**config.mk**
```make
export PLATFORM = sky130hd
export DESIGN_NAME = prd_dma_engine
export DESIGN_NICKNAME = d
export VERILOG_FILES = /design/src/rtl/prd_dma_pkg.sv /design/src/rtl/dma_down_timer.sv /design/src/rtl/prd_desc_check.sv /design/src/rtl/prd_dma_engine.sv
export SDC_FILE = /design/constraint.sdc
export NUM_CORES = 1
export LEC_CHECK = 0
export ABC_AREA = 1
export BUFFER_PORTS_ARGS = -buffer_cell sky130_fd_sc_hd__buf_2
export CORE_MARGIN = 4
export CORE_UTILIZATION = 50
export DETAILED_ROUTE_END_ITERATION = 12
export GPL_TIMING_DRIVEN = 1
export PLACE_DENSITY = 0.77
export SYNTH_ARGS = -nofsm -noshare
export SYNTH_HDL_FRONTEND = slang
export SYNTH_SLANG_ARGS = --single-unit
```
**constraint.sdc**
```tcl
create_clock -name clk -period 2.2 [get_ports clk]
set_input_delay 0.55 -clock clk [delete_from_list [all_inputs] [get_ports clk]]
set_output_delay 0.55 -clock clk [all_outputs]
set_load 0.01 [all_outputs]
```
**src/rtl/prd_dma_pkg.sv**
```systemverilog
package prd_dma_pkg;

    typedef enum logic [3:0] {
        S_IDLE,
        S_ARMED,
        S_FETCH,
        S_FWAIT,
        S_CHECK,
        S_LAT,
        S_XFER,
        S_XWAIT,
        S_BACKOFF,
        S_DONE,
        S_ERR
    } dma_state_e;

    localparam int DESC_BYTES = 8;
    localparam int EOT_POS    = 31;
    localparam int CNT_W      = 17;   // byte count incl. the 64 KiB case
    localparam int REM_W      = 9;    // up to 256 sectors

endpackage

```
**src/rtl/dma_down_timer.sv**
```systemverilog
module dma_down_timer #(
    parameter int W = 4
) (
    input  logic         clk,
    input  logic         rst_n,
    input  logic         load_i,
    input  logic [W-1:0] load_val_i,
    output logic         zero_o
);

    logic [W-1:0] cnt;

    always_ff @(posedge clk or negedge rst_n) begin
        if (!rst_n)            cnt <= '0;
        else if (load_i)       cnt <= load_val_i;
        else if (cnt != '0)    cnt <= cnt - 1'b1;
    end

    assign zero_o = (cnt == '0);

    AST_TMR_STAYS_ZERO: assert property (@(posedge clk) disable iff (!rst_n)
        (zero_o && !load_i) |=> zero_o);

endmodule

```
**src/rtl/prd_desc_check.sv**
```systemverilog
module prd_desc_check
    import prd_dma_pkg::*;
#(
    parameter int SECTOR_BYTES = 512
) (
    input  logic [31:0]      dw0_i,
    input  logic [31:0]      dw1_i,
    input  logic [REM_W-1:0] rem_i,
    output logic [31:0]      base_o,
    output logic [CNT_W-1:0] nsec_o,
    output logic             eot_o,
    output logic             bad_o
);

    localparam int SB_LOG = $clog2(SECTOR_BYTES);

    logic [CNT_W-1:0] bytes;
    logic             unused_desc_bits;

    always_comb begin
        bytes  = (dw1_i[15:0] == 16'h0) ? CNT_W'(17'h10000) : {1'b0, dw1_i[15:0]};
        nsec_o = bytes >> SB_LOG;
        base_o = {dw0_i[31:2], 2'b00};
        eot_o  = dw1_i[EOT_POS];
        bad_o  = (bytes[SB_LOG-1:0] != '0) || (nsec_o > CNT_W'(rem_i));
    end

    assign unused_desc_bits = ^{dw0_i[1:0], dw1_i[30:16]};

    always_comb begin
        AST_NSEC_NONZERO: assert (nsec_o != '0 || bytes[SB_LOG-1:0] != '0);
    end

endmodule

```
**src/rtl/prd_dma_engine.sv**
```systemverilog
module prd_dma_engine
    import prd_dma_pkg::*;
#(
    parameter int LBA_W        = 28,
    parameter int SECTOR_BYTES = 512,
    parameter int SECTOR_LAT   = 8,
    parameter int BACKOFF_CYC  = 4,
    localparam int WPS         = SECTOR_BYTES / 4,
    localparam int WIDX_W      = (WPS > 1) ? $clog2(WPS) : 1
) (
    input  logic              clk,
    input  logic              rst_n,
    input  logic              arm_i,
    input  logic              arm_to_mem_i,
    input  logic [7:0]        arm_sectors_i,
    input  logic [LBA_W-1:0]  arm_lba_i,
    input  logic              xfer_phase_i,
    input  logic [31:0]       table_base_i,
    input  logic              start_i,
    input  logic              abort_i,
    output logic              mem_req_o,
    output logic              mem_we_o,
    output logic [31:0]       mem_addr_o,
    output logic [31:0]       mem_wdata_o,
    input  logic              mem_busy_i,
    input  logic [31:0]       mem_rdata_i,
    output logic [LBA_W-1:0]  dsk_lba_o,
    output logic [WIDX_W-1:0] dsk_word_o,
    input  logic [31:0]       dsk_rdata_i,
    output logic              dsk_we_o,
    output logic [31:0]       dsk_wdata_o,
    output logic              done_o,
    output logic              err_o
);

    localparam int TMR_MAX = (SECTOR_LAT > BACKOFF_CYC) ? SECTOR_LAT : BACKOFF_CYC;
    localparam int TMR_W   = $clog2(TMR_MAX + 1);

    dma_state_e state, nxt, after_beat;

    logic              to_mem, ret_xfer, fidx, eot_q;
    logic [REM_W-1:0]  rem_sec;
    logic [LBA_W-1:0]  lba;
    logic [31:0]       ptr, addr, dw0, dw1;
    logic [CNT_W-1:0]  desc_sec;
    logic [WIDX_W-1:0] widx;

    logic [31:0]       dec_base;
    logic [CNT_W-1:0]  dec_nsec;
    logic              dec_eot, dec_bad;
    logic              lat_zero, bo_zero, lat_load, bo_load;
    logic              kill, beat_last, beat_step;
    logic              unused_base_bits;

    assign unused_base_bits = ^table_base_i[1:0];

    prd_desc_check #(.SECTOR_BYTES(SECTOR_BYTES)) u_check (
        .dw0_i (dw0),
        .dw1_i (dw1),
        .rem_i (rem_sec),
        .base_o(dec_base),
        .nsec_o(dec_nsec),
        .eot_o (dec_eot),
        .bad_o (dec_bad)
    );

    dma_down_timer #(.W(TMR_W)) u_lat_tmr (
        .clk       (clk),
        .rst_n     (rst_n),
        .load_i    (lat_load),
        .load_val_i(TMR_W'(SECTOR_LAT - 1)),
        .zero_o    (lat_zero)
    );

    dma_down_timer #(.W(TMR_W)) u_bo_tmr (
        .clk       (clk),
        .rst_n     (rst_n),
        .load_i    (bo_load),
        .load_val_i(TMR_W'(BACKOFF_CYC - 1)),
        .zero_o    (bo_zero)
    );

    assign kill      = abort_i | start_i;
    assign beat_last = (widx == WIDX_W'(WPS - 1));
    assign beat_step = !kill && ((state == S_XFER && to_mem && !mem_busy_i) ||
                                 (state == S_XWAIT));
    assign lat_load  = (nxt == S_LAT) && (state != S_LAT);
    assign bo_load   = (nxt == S_BACKOFF) && (state != S_BACKOFF);

    // where a finished beat leads
    always_comb begin
        if (!beat_last)
            after_beat = S_XFER;
        else if (desc_sec == CNT_W'(1))
            after_beat = !eot_q ? S_FETCH : ((rem_sec == REM_W'(1)) ? S_DONE : S_ERR);
        else
            after_beat = S_LAT;
    end

    // next state
    always_comb begin
        nxt = state;
        unique case (state)
            S_IDLE: begin
                if (start_i)    nxt = S_ERR;
                else if (arm_i) nxt = S_ARMED;
            end
            S_ARMED: begin
                if (abort_i)      nxt = S_ERR;
                else if (start_i) nxt = xfer_phase_i ? S_FETCH : S_ERR;
            end
            S_FETCH:   nxt = kill ? S_ERR : (mem_busy_i ? S_BACKOFF : S_FWAIT);
            S_FWAIT:   nxt = kill ? S_ERR : (fidx ? S_CHECK : S_FETCH);
            S_CHECK:   nxt = kill ? S_ERR : (dec_bad ? S_ERR : S_LAT);
            S_LAT:     nxt = kill ? S_ERR : (lat_zero ? S_XFER : S_LAT);
            S_XFER: begin
                if (kill)            nxt = S_ERR;
                else if (mem_busy_i) nxt = S_BACKOFF;
                else if (!to_mem)    nxt = S_XWAIT;
                else                 nxt = after_beat;
            end
            S_XWAIT:   nxt = kill ? S_ERR : after_beat;
            S_BACKOFF: nxt = kill ? S_ERR : (bo_zero ? (ret_xfer ? S_XFER : S_FETCH) : S_BACKOFF);
            S_DONE:    nxt = S_IDLE;
            S_ERR:     nxt = S_IDLE;
            default:   nxt = S_IDLE;
        endcase
    end

    // state register
    always_ff @(posedge clk or negedge rst_n) begin
        if (!rst_n) state <= S_IDLE;
        else        state <= nxt;
    end

    // datapath registers
    always_ff @(posedge clk or negedge rst_n) begin
        if (!rst_n) begin
            to_mem   <= 1'b0;
            ret_xfer <= 1'b0;
            fidx     <= 1'b0;
            eot_q    <= 1'b0;
            rem_sec  <= '0;
            lba      <= '0;
            ptr      <= '0;
            addr     <= '0;
            dw0      <= '0;
            dw1      <= '0;
            desc_sec <= '0;
            widx     <= '0;
        end else begin
            if (state == S_IDLE && arm_i && !start_i) begin
                to_mem  <= arm_to_mem_i;
                rem_sec <= (arm_sectors_i == 8'd0) ? REM_W'(256) : REM_W'(arm_sectors_i);
                lba     <= arm_lba_i;
            end
            if (state == S_ARMED && start_i) begin
                ptr  <= {table_base_i[31:2], 2'b00};
                fidx <= 1'b0;
            end
            if (state == S_FWAIT) begin
                if (!fidx) begin
                    dw0  <= mem_rdata_i;
                    fidx <= 1'b1;
                end else begin
                    dw1  <= mem_rdata_i;
                    fidx <= 1'b0;
                    ptr  <= ptr + 32'(DESC_BYTES);
                end
            end
            if (state == S_CHECK) begin
                addr     <= dec_base;
                desc_sec <= dec_nsec;
                eot_q    <= dec_eot;
                widx     <= '0;
            end
            if (bo_load)
                ret_xfer <= (state == S_XFER);
            if (beat_step) begin
                addr <= addr + 32'd4;
                if (beat_last) begin
                    widx     <= '0;
                    lba      <= lba + 1'b1;
                    rem_sec  <= rem_sec - 1'b1;
                    desc_sec <= desc_sec - 1'b1;
                end else begin
                    widx <= widx + 1'b1;
                end
            end
        end
    end

    // outputs
    always_comb begin
        mem_req_o   = 1'b0;
        mem_we_o    = 1'b0;
        mem_addr_o  = addr;
        mem_wdata_o = dsk_rdata_i;
        dsk_we_o    = 1'b0;
        dsk_wdata_o = mem_rdata_i;
        dsk_lba_o   = lba;
        dsk_word_o  = widx;
        done_o      = 1'b0;
        err_o       = 1'b0;
        unique case (state)
            S_FETCH: begin
                mem_req_o  = !mem_busy_i && !kill;
                mem_addr_o = ptr + (fidx ? 32'd4 : 32'd0);
            end
            S_XFER: begin
                mem_req_o = !mem_busy_i && !kill;
                mem_we_o  = to_mem;
            end
            S_XWAIT: dsk_we_o = !kill;
            S_DONE:  done_o   = 1'b1;
            S_ERR:   err_o    = 1'b1;
            default: ;
        endcase
    end

    AST_REQ_NOT_BUSY: assert property (@(posedge clk) disable iff (!rst_n)
        mem_req_o |-> !mem_busy_i);
    AST_ADDR_ALIGNED: assert property (@(posedge clk) disable iff (!rst_n)
        mem_req_o |-> (mem_addr_o[1:0] == 2'b00));
    AST_DONE_NOTHING_OWED: assert property (@(posedge clk) disable iff (!rst_n)
        done_o |-> (rem_sec == '0));
    AST_RESULT_EXCLUSIVE: assert property (@(posedge clk) disable iff (!rst_n)
        !(done_o && err_o));
    AST_RESULT_ONE_CYCLE: assert property (@(posedge clk) disable iff (!rst_n)
        (done_o || err_o) |=> !(done_o || err_o));
    AST_QUIET_AFTER_ERR: assert property (@(posedge clk) disable iff (!rst_n)
        err_o |=> !mem_req_o);
    AST_LBA_STEP: assert property (@(posedge clk) disable iff (!rst_n)
        (beat_step && beat_last) |=> (dsk_lba_o == $past(dsk_lba_o) + 1'b1));

endmodule

```
After elaboration in Yosys (flattened, before gate mapping)
Index checks and enable logic that the tools add are counted.
{"block": "word_totals", "mem_bits_rw": 0, "inputBits": 140, "output_inout_bits": 136, "memories": 0, "wordCells": 131, "romBits": 0, "latch_bits": 0, "reg_bits": 205}
{"block": "op_classes", "magnitude_cmp": 1, "shift": 0, "mux": 58, "n_mul": 0, "n_bitwise": 2, "div": 0, "n_reduce_logical": 29, "n_eq_ne": 17, "addsub": 9}
{"cell": "$mux 32", "n": 6}
{"cell": "$mux 4", "n": 24}
{"cell": "$mux 28", "n": 3}
{"cell": "$mux 17", "n": 4}
{"cell": "$mux 9", "n": 4}
{"cell": "$pmux 4 s9", "n": 1}
{"cell": "$add 32x3->32", "n": 1}
{"cell": "$add 32x3->32 const B", "n": 1}
{"cell": "$add 32x4->32 const B", "n": 1}
{"cell": "$add 28x1->28 const B", "n": 1}
{"cell": "$mux 7", "n": 3}
{"cell": "$eq 4x3->1 const B", "n": 5}
{"cell": "$eq 17x1->1 const B", "n": 1}
{"cell": "$sub 17x1->17 const B", "n": 1}
{"cell": "$eq 4x4->1 const B", "n": 4}
{"cell": "$logic_not 16->1", "n": 1}
{"cell": "$logic_not 4->1", "n": 3}
{"cell": "$eq 9x1->1 const B", "n": 1}
{"cell": "$gt 8x9->1", "n": 1}
{"cell": "$logic_and 1x1->1", "n": 9}
{"cell": "$mux 3", "n": 3}
{"cell": "$reduce_bool 9->1", "n": 1}
{"cell": "$sub 9x1->9 const B", "n": 1}
{"cell": "$eq 4x2->1 const B", "n": 2}
{"cell": "17 further kinds", "n": 34}

Depth between registers and ports, before layout
Gate-level depths: netlist of run 1.
{"block": "logic_depth", "depth_word": 12, "ltp_mapped": 17, "ltp_nobuf": 17}

Cells and area by module
From an unflattened synthesis of run 1, not the netlist that was laid out.
{"block": "unflattened", "hier_cells": 1909, "area_unflattened_um2": 13639.3}
{"module": "prd_dma_engine", "seq_area_each_um2": 4929.7, "area_each_um2": 12497.0, "cells_each": 1737, "instances": 1}
{"module": "prd_desc_check", "seq_area_each_um2": 0.0, "area_each_um2": 656.9, "cells_each": 104, "instances": 1}
{"module": "dma_down_timer", "seq_area_each_um2": 100.1, "area_each_um2": 242.7, "cells_each": 34, "instances": 2}

Worst setup path before layout of run 1
OpenSTA, ideal clock, no wires.
{"block": "synth_path", "kind": "register to output", "start": "register fidx", "end": "output mem_addr_o[18]", "n_path_buf": 0, "slack_ps": -256, "t_arrival_ps": 1906, "t_required_ps": 1650, "stages_incl_launch_ff": 12, "path_cell_list": "dfrtp_1 -> ha_1 -> ha_1 -> inv_1 -> nor2_1 -> inv_1 -> nor2_2 -> inv_1 -> nor2_1 -> nand2_1 -> xor2_1 -> o21ai_0"}
{"block": "synth_between", "elab_chain_cells": 3}
{"item": "start, declared", "line": "prd_dma_engine.sv:41", "text": "logic to_mem, ret_xfer, fidx, eot_q;"}
{"item": "start signal, assigned", "line": "prd_dma_engine.sv:141", "text": "fidx <= 1'b0;"}
{"item": "start signal, assigned", "line": "prd_dma_engine.sv:159", "text": "fidx <= 1'b0;"}
{"item": "start signal, assigned", "line": "prd_dma_engine.sv:164", "text": "fidx <= 1'b1;"}
{"item": "$mux 3", "line": "prd_dma_engine.sv:208", "text": "mem_addr_o = ptr + (fidx ? 32'd4 : 32'd0);"}
{"item": "$add 32x3->32", "line": "prd_dma_engine.sv:208"}
{"item": "$mux 32", "line": "prd_dma_engine.sv:205", "text": "unique case (state)"}
{"item": "end, declared", "line": "prd_dma_engine.sv:23", "text": "output logic [31:0] mem_addr_o,"}
No other way between the ends.

Worst setup path in the final report of run 1
{"block": "layout_path", "start": "register ptr[3]", "end": "output mem_addr_o[17]"}
{"block": "layout_between", "elab_chain_cells": 2}
{"item": "start, declared", "line": "prd_dma_engine.sv:44", "text": "logic [31:0] ptr, addr, dw0, dw1;"}
{"item": "start signal, assigned", "line": "prd_dma_engine.sv:158", "text": "ptr <= {table_base_i[31:2], 2'b00};"}
{"item": "start signal, assigned", "line": "prd_dma_engine.sv:168", "text": "ptr <= ptr + 32'(DESC_BYTES);"}
{"item": "$add 32x3->32", "line": "prd_dma_engine.sv:208"}
{"item": "$mux 32", "line": "prd_dma_engine.sv:205"}
No other way between the ends.

==> results of run 1 <==
timing repair:
action / CTS / global route
endpoints found under the hold margin: 0 / 0
setup buffers: 37 / 29
gates resized for setup: 161 / 102
pin swaps: 60 / 49
gates cloned: 2 / 5
endpoints found under the setup margin: 45 / 89
flip-flops by register name (all words and copies together) (netlist names):
name and count:
desc_sec 17, fidx 1, ptr 32, dw1 17
addr 30, eot_q 1, dsk_word_o 7, to_mem 1
state 4, u_bo_tmr.cnt 4, dsk_lba_o 28, u_lat_tmr.cnt 4
ret_xfer 1, dw0 30, rem_sec 9
final timing paths:
| check | from | endpoint | depth (start not counted) |
|---|---|---|---|
| min in group clk | mem_rdata_i[27] | dw0[27]$_DFFE_PN0P_ | 3 |
| max in group asynchronous | rst_n | dw1[13]$_DFFE_PN0P_ | 2 |
| hold reg to reg | dw0[17]$_DFFE_PN0P_ | dw0[17]$_DFFE_PN0P_ | 2 |
| setup reg to reg | dw1[2]$_DFFE_PN0P_ | ret_xfer$_DFFE_PN0P_ | 16 |
| hold / removal | rst_n | dsk_lba_o[19]$_DFF_PN0_ | 1 |
| setup / recovery | ptr[3]$_DFF_PN0_ | mem_addr_o[17] | 11 |
through the flow:
stage          total power, uW  util (%)  setup TNS [ns]
6_report                 20300      68.2          -15.41
3_5_place_dp             14600      59.3           -5.08
5_1_grt                  21700      68.2          -19.75
4_1_cts                  19400      65.6          -15.01
2_1_floorplan            11000         -         -0.0590
3_3_place_gp             14300      59.3           -4.18
cell families (layout without fill, tap and decap cells):
family	Yosys count	in the layout
fa+ha+maj	21	21
buf+inv	319	647
compound gates	331	331
xor+xnor	76	76
flops	186	186
simple gates	781	781
mux	3	3
metal layers:
metal  track usage, %  vias up  part of all wire, %
met2             46.3      608                   49
met5                0        -                    0
met1             34.7     6081                   40
met3             5.22      106                  7.3
met4             10.3        0                  3.2
li1                 -     6174                    -
layout make-up:
cell class              count  area [sq um]
inverters                 188           723
clock inverters            13           184
repair buffers            427          3120
fillers                  1974          7750
well taps                 324           405
clock buffers              19           453
flip-flops and latches    186          4660
multi-input cells        1212          7100
power by group through the flow:
stage	sequential (uW)	clock [uW]	combinational, uW
finish	6060	3360	10900
global route	6230	3530	11900
CTS	6020	3400	10000
detailed placement	6050	0	8510
global placement	6000	0	8280
floorplan	5960	0	5020
Yosys cell counts, types with 3 or more instances:
| library cell | instances |
|---|---|
| nand2_2 | 6 |
| buf_2 | 23 |
| o21a_1 | 3 |
| nand3b_1 | 3 |
| inv_2 | 13 |
| clkbuf_1 | 40 |
| o21ai_0 | 160 |
| nor2_1 | 127 |
| dfrtp_1 | 186 |
| xnor2_1 | 13 |
| nand2_1 | 442 |
| nand3_2 | 10 |
| nand4_1 | 23 |
| a21oi_1 | 82 |
| nor2_4 | 11 |
| nor3_1 | 35 |
| inv_1 | 175 |
| ha_1 | 21 |
| nor2_2 | 12 |
| nand3_1 | 76 |
| xor2_1 | 63 |
| o211ai_1 | 16 |
| nand2_4 | 3 |
| o21ai_1 | 17 |
| a32oi_1 | 3 |
| nor4_1 | 13 |
| or2_2 | 3 |
| a22oi_1 | 11 |
| o22ai_1 | 20 |
| nor3_2 | 5 |
| mux2i_1 | 3 |
| buf_4 | 67 |
| a31oi_1 | 11 |
critical path: stages (launching register included):
cell and delay, ns:
dfrtp_1 0.41, ha_4 0.17, nand2_4 0.06, nor2_4 0.12, buf_6 0.13, nand3_4 0.10
nor2_4 0.17, buf_6 0.12, nand3_2 0.06, xor2_1 0.14, o21ai_1 0.19, buf_2 0.17
==> out/metrics.cfg, run 1 <==
[timing]
drv_slew=0
fin_ws_ns=-0.629
relSlewSlack_pct=66.8
worst_slew_pin_slew_ns=0.494
finalSetupViolCount=41
fin_crit_sh_pct=129
rsz0062_at_grt=yes
fmax_ghz=0.353
fin_worst_skew_ns=0.0120
finalHoldViolCount=0
min_period_ns=2.83
hold_ws_ns=0.0237

[final_layout]
nNetsFinal=2193
stdcell_count=2369
diodes=0
area_growth_pct=34.0
design_area_sq_um=16600
drive_above_1_share_pct=32.6
final_cell_mix=nand2_1, buf_2, dfrtp_1
final_common_cell=nand2_1

[power]
pwr-share-comb_pct=53.6
p_clk_share_pct=16.6
p_int_uw=11400
irDropWorstVdd_mv=0.610
power_frac_seq_pct=29.9
p_leak_uw=0.00821
power_per_cell_area_nw_per_um2=1220
power_switching_uw=8890
p_sw_share_pct=43.8

[outcome]
status=finished, violations left
violations=setup timing

[grt]
grt.overflow.total=0
grt_max_degree=43
grt_usage_pct=27.3
grt_pass1_wl_mm=62.3
antenna_found_initial=0
grt_pass1_vias=12669

[logic_synthesis]
synth_compound_area_share_pct=14.6
synth.top_cell.area_share_pct=37.5
synth_top_family_by_area=simple AND/OR/NAND/NOR gates
syn_avg_cell_area_sq_um=7.24
muxShareOfSynthArea_pct=0.242
netlist-cell-type-count=52
yosys.area_share.xor_xnor_pct=5.36
synth_edf_count=0
yosysWarnings=0
yosys_register_bits=186
synth_area_sq_um=12400
syn_inst=1717
synthSimpleGateAreaFrac_pct=28.3
synth_area_leaders=dfrtp_1, nand2_1, o21ai_0, inv_1, xor2_1
synth_nets=1878
synth_fa_ha_area_share_pct=2.12
synthFlopType=dfrtp_1
synth_top_area_cell=dfrtp_1
yosysSeqAreaShare_pct=37.5
async_reset_ff_share_pct=100

[clock_tree]
cts_max_level=4
clk_pin_slew_ns=0.08
cts_hold_buf=0
clkLatencyLatePin_ns=0.44
cts_inserted_buffers=17
root_buffer=clkbuf_16
cts_sinks=186
clockBufferDepth=2
cts_tree=yes

[routing]
vias_per_cell=5.47
drt-total-wl_mm=40.2
dr.pass1.iters=7
wire_per_inst_microns=17.0
drt_first_iter_violations=997
drc=0
ant_nets=0
via_count=12969

[placed_design]
placed_cells=2279
place_area_sq_um=14500
pre_cts_ws_ns=-0.284
gp_congestion=0.957
io_buffers=209
dp_hpwl_mm=27.8

[floorplanning]
die_area_sq_um=27400
io_pins=276
rows=57
start_util_pct=50.9
core_sq_um=24400
die_h_microns=166
fp.dieW_microns=166

[hold_path]
hp-class=input pin to async pin

[setup_path]
worstPathArrival_ns=2.28
critical_path.max_fanout=3
worstSetupPathType=register to output port
rrSetupSlack_ns=-0.25
startpoint_type=register
worst_setup_path_end_kind=output port
critPathRequiredTime_ns=1.65

[run]
maxCapViolations=0

(Power assumes the default switching activity.)
==> run 2: changes to the inputs <==
MAX_ROUTING_LAYER = met4   (was not set)
==> run 2 against run 1 <==
The flow still finishes with violations (setup timing). Combinational power decreased by 4%. Sequential power hardly changed. Non-clock buffer count decreased by 6. Critical endpoint is now mem_addr_o[19]. Largest cell class unchanged. Critical path depth rose by 1. Highest routed layer unchanged.
==> out/metrics.cfg, run 2 (synthesis gave the netlist of run 1 again) <==
[outcome]
status=finished, violations left
violations=setup timing

[setup_path]
worstPathCellList=ha_4 -> nand2_4 -> nor2_4 -> inv_2 -> nor2_4 -> inv_2 -> nor3b_2 -> xor2_1 -> inv_1 -> o21ai_2 -> o21ai_1 -> buf_2
startpoint_type=register
worstSetupPathType=register to output port
cp_slowest_cell=dfrtp_1
worstPathArrival_ns=2.31  ; +0.03 ns
path_buf_inv=4  ; +1
critPathRequiredTime_ns=1.65  ; about the same
worst_setup_path_end_kind=output port
critical-path-top-delay-family=simple AND/OR/NAND/NOR gates
critical_path.max_fanout=3  ; unchanged
cpPeakStageDelay_ns=0.40  ; about the same

[timing]
worst_slew_pin_slew_ns=0.619  ; +0.126 ns
min_period_ns=2.86  ; +0.0301 ns
finalHoldViolCount=0  ; unchanged
drv_slew=0  ; unchanged
fmax_ghz=0.350  ; -1.1%
fin_worst_skew_ns=0.0186  ; +0.00658 ns
fin_ws_ns=-0.659  ; -0.0301 ns
rsz0062_at_grt=yes
finalSetupViolCount=42  ; +2.4%
fin_crit_sh_pct=130  ; +1.4 points
relSlewSlack_pct=58.4  ; -8.4 points

[routing]
drt-total-wl_mm=39.4  ; -1.9%
vias_per_cell=5.45  ; -0.43%
via_count=12880  ; -0.69%
dr_wl_met3_mm=2.44  ; -17%
dr.pass1.iters=5  ; -2
top_layer_used=met4
drc=0  ; unchanged
drt_first_iter_violations=968  ; -2.9%
wire_per_inst_microns=16.7  ; -1.7%
ant_nets=0  ; unchanged
drt-met1-wl_mm=16.5  ; +1.7%
wl_met2_mm=19.4  ; -2.3%

[floorplanning]
fp.dieW_microns=166  ; unchanged
core_sq_um=24400  ; unchanged
die_area_sq_um=27400  ; unchanged
die_h_microns=166  ; unchanged
io_pins=276  ; unchanged
start_util_pct=50.9  ; unchanged
rows=57  ; unchanged

[final_layout]
final_cell_mix=nand2_1, buf_2, dfrtp_1
area_growth_pct=31.5
largest_reg_flops=32  ; unchanged
final_common_cell=nand2_1
nNetsFinal=2187  ; -0.27%
drive_above_1_share_pct=31.3  ; -1.3 points
design_area_sq_um=16300  ; -1.8%
num-fill-cells=2040  ; +3.3%
diodes=0  ; unchanged
seq_area_sq_um=4660  ; about the same
reg.largest.list=ptr x32, addr x30, dw0 x30
top_register=ptr
multi_input_area_sq_um=6950  ; -2.1%

[placed_design]
pre_cts_ws_ns=-0.370  ; -0.0864 ns
place_area_sq_um=14400  ; -0.12%
io_buffers=209  ; unchanged
gp_congestion=0.939  ; -1.9%
dp_hpwl_mm=28.1  ; +1.1%

[power]
p_sw_share_pct=43.8  ; +0.065 points
p_total_uw=19800  ; -2.3%
p_int_uw=11100  ; -2.5%
p_clk_share_pct=16.3  ; -0.3 points
pwr-share-comb_pct=53.0  ; -0.6 points
p_leak_uw=0.00813  ; -0.97%
power_frac_seq_pct=30.6  ; +0.7 points
power_switching_uw=8690  ; -2.2%
irDropWorstVdd_mv=0.752  ; +23%
power_per_cell_area_nw_per_um2=1210  ; -0.53%

[hold_path]
hp-class=input pin to async pin

[run]
maxCapViolations=0  ; unchanged

[clock_tree]
cts_inserted_buffers=17  ; unchanged
cts_hold_buf=0  ; unchanged
root_buffer=clkbuf_16
clk_pin_slew_ns=0.08  ; about the same
clkLatencyLatePin_ns=0.45  ; about the same
cts_max_level=4  ; unchanged
cts_sinks=186  ; unchanged
cts_tree=yes
clockBufferDepth=2  ; unchanged

[grt]
grt_pass1_wl_mm=62.2  ; -0.19%
grt_usage_pct=28.1  ; +0.79 points
grt.overflow.total=0  ; unchanged
grt_pass1_vias=12502  ; -1.3%
antenna_found_initial=0  ; unchanged
grt_max_degree=43  ; unchanged

-- run 2: cell types whose count changed in the layout (fill, tap and decap cells not counted), sizes merged --
cell,previous run,this run
inv,192,193
bufbuf,0,1
clkbuf,23,21
buf,423,418
bufinv,3,2
-- run 2: timing repair --
action                     CTS  global route
setup endpoints to repair   44            90
pin swaps                   46            59
cloned                       3             3
gates resized for setup    124            90
setup buffers               33            29
-- run 2: final timing paths --
path	start	end	slack, ns	cells past startpoint
min in group clk	mem_rdata_i[25]	dw0[25]$_DFFE_PN0P_	0.31	3
hold / removal	rst_n	dsk_lba_o[19]$_DFF_PN0_	0.02	1
max in group asynchronous	rst_n	dw0[7]$_DFFE_PN0P_	1.58	2
setup reg to reg	dw1[2]$_DFFE_PN0P_	ret_xfer$_DFFE_PN0P_	-0.20	18
hold reg to reg	dw0[24]$_DFFE_PN0P_	dw0[24]$_DFFE_PN0P_	0.48	2
setup / recovery	ptr[4]$_DFF_PN0_	mem_addr_o[19]	-0.66	12
-- run 2: worst reg2reg max path, cell delays in order (launching register included) --
cell	delay (ns)
dfrtp_1	0.38
nor2_1	0.11
nand4_1	0.12
buf_6	0.15
nor3_4	0.11
buf_6	0.13
ha_4	0.20
a21oi_2	0.12
nand2_1	0.05
nand2_1	0.06
nand3_1	0.08
nand2_2	0.11
nand2_2	0.08
nand2_4	0.11
nand3_4	0.11
nor2_4	0.17
nand2_2	0.09
nand2_1	0.07
nand2_1	0.04
-- run 2: per-layer routing --
| metal | up-vias | GRT usage (%) |
|---|---|---|
| met5 | - | - |
| met3 | 81 | 4.77 |
| met2 | 512 | 45.8 |
| li1 | 6153 | - |
| met4 | 0 | 9.43 |
| met1 | 6134 | 35.8 |
-- run 2: power by group through the flow --
| stage | Combinational, uW | Sequential, uW | Clock [uW] |
|---|---|---|---|
| after floorplan | 5020 | 5960 | 0 |
| after global placement | 8230 | 6010 | 0 |
| after detailed placement | 8460 | 6060 | 0 |
| after CTS | 9650 | 6000 | 3270 |
| after global routing | 11500 | 6240 | 3400 |
| final | 10500 | 6070 | 3240 |
-- run 2: final cells by class --
cell class,instances,area share (%)
flip-flops and latches,186,28.5
well taps,324,2.48
clock inverters,13,0.973
inverters,188,4.43
multi-input cells,1212,42.5
clock buffers,19,2.71
repair buffers,421,18.4
-- run 2: per-stage QoR --
| stage | util (%) | instances | hold slack [ns] | setup TNS (ns) |
|---|---|---|---|---|
| floorplan | - | 1717 | 0.254 | -0.0590 |
| global placement | 59.2 | 2275 | 0.450 | -4.63 |
| detailed placement | 59.2 | 2275 | 0.459 | -6.11 |
| CTS | 64.8 | 2341 | 0.0249 | -13.96 |
| global route | 67.0 | 2363 | 0.0440 | -19.20 |
| finish | 67.0 | 2363 | 0.0239 | -14.58 |
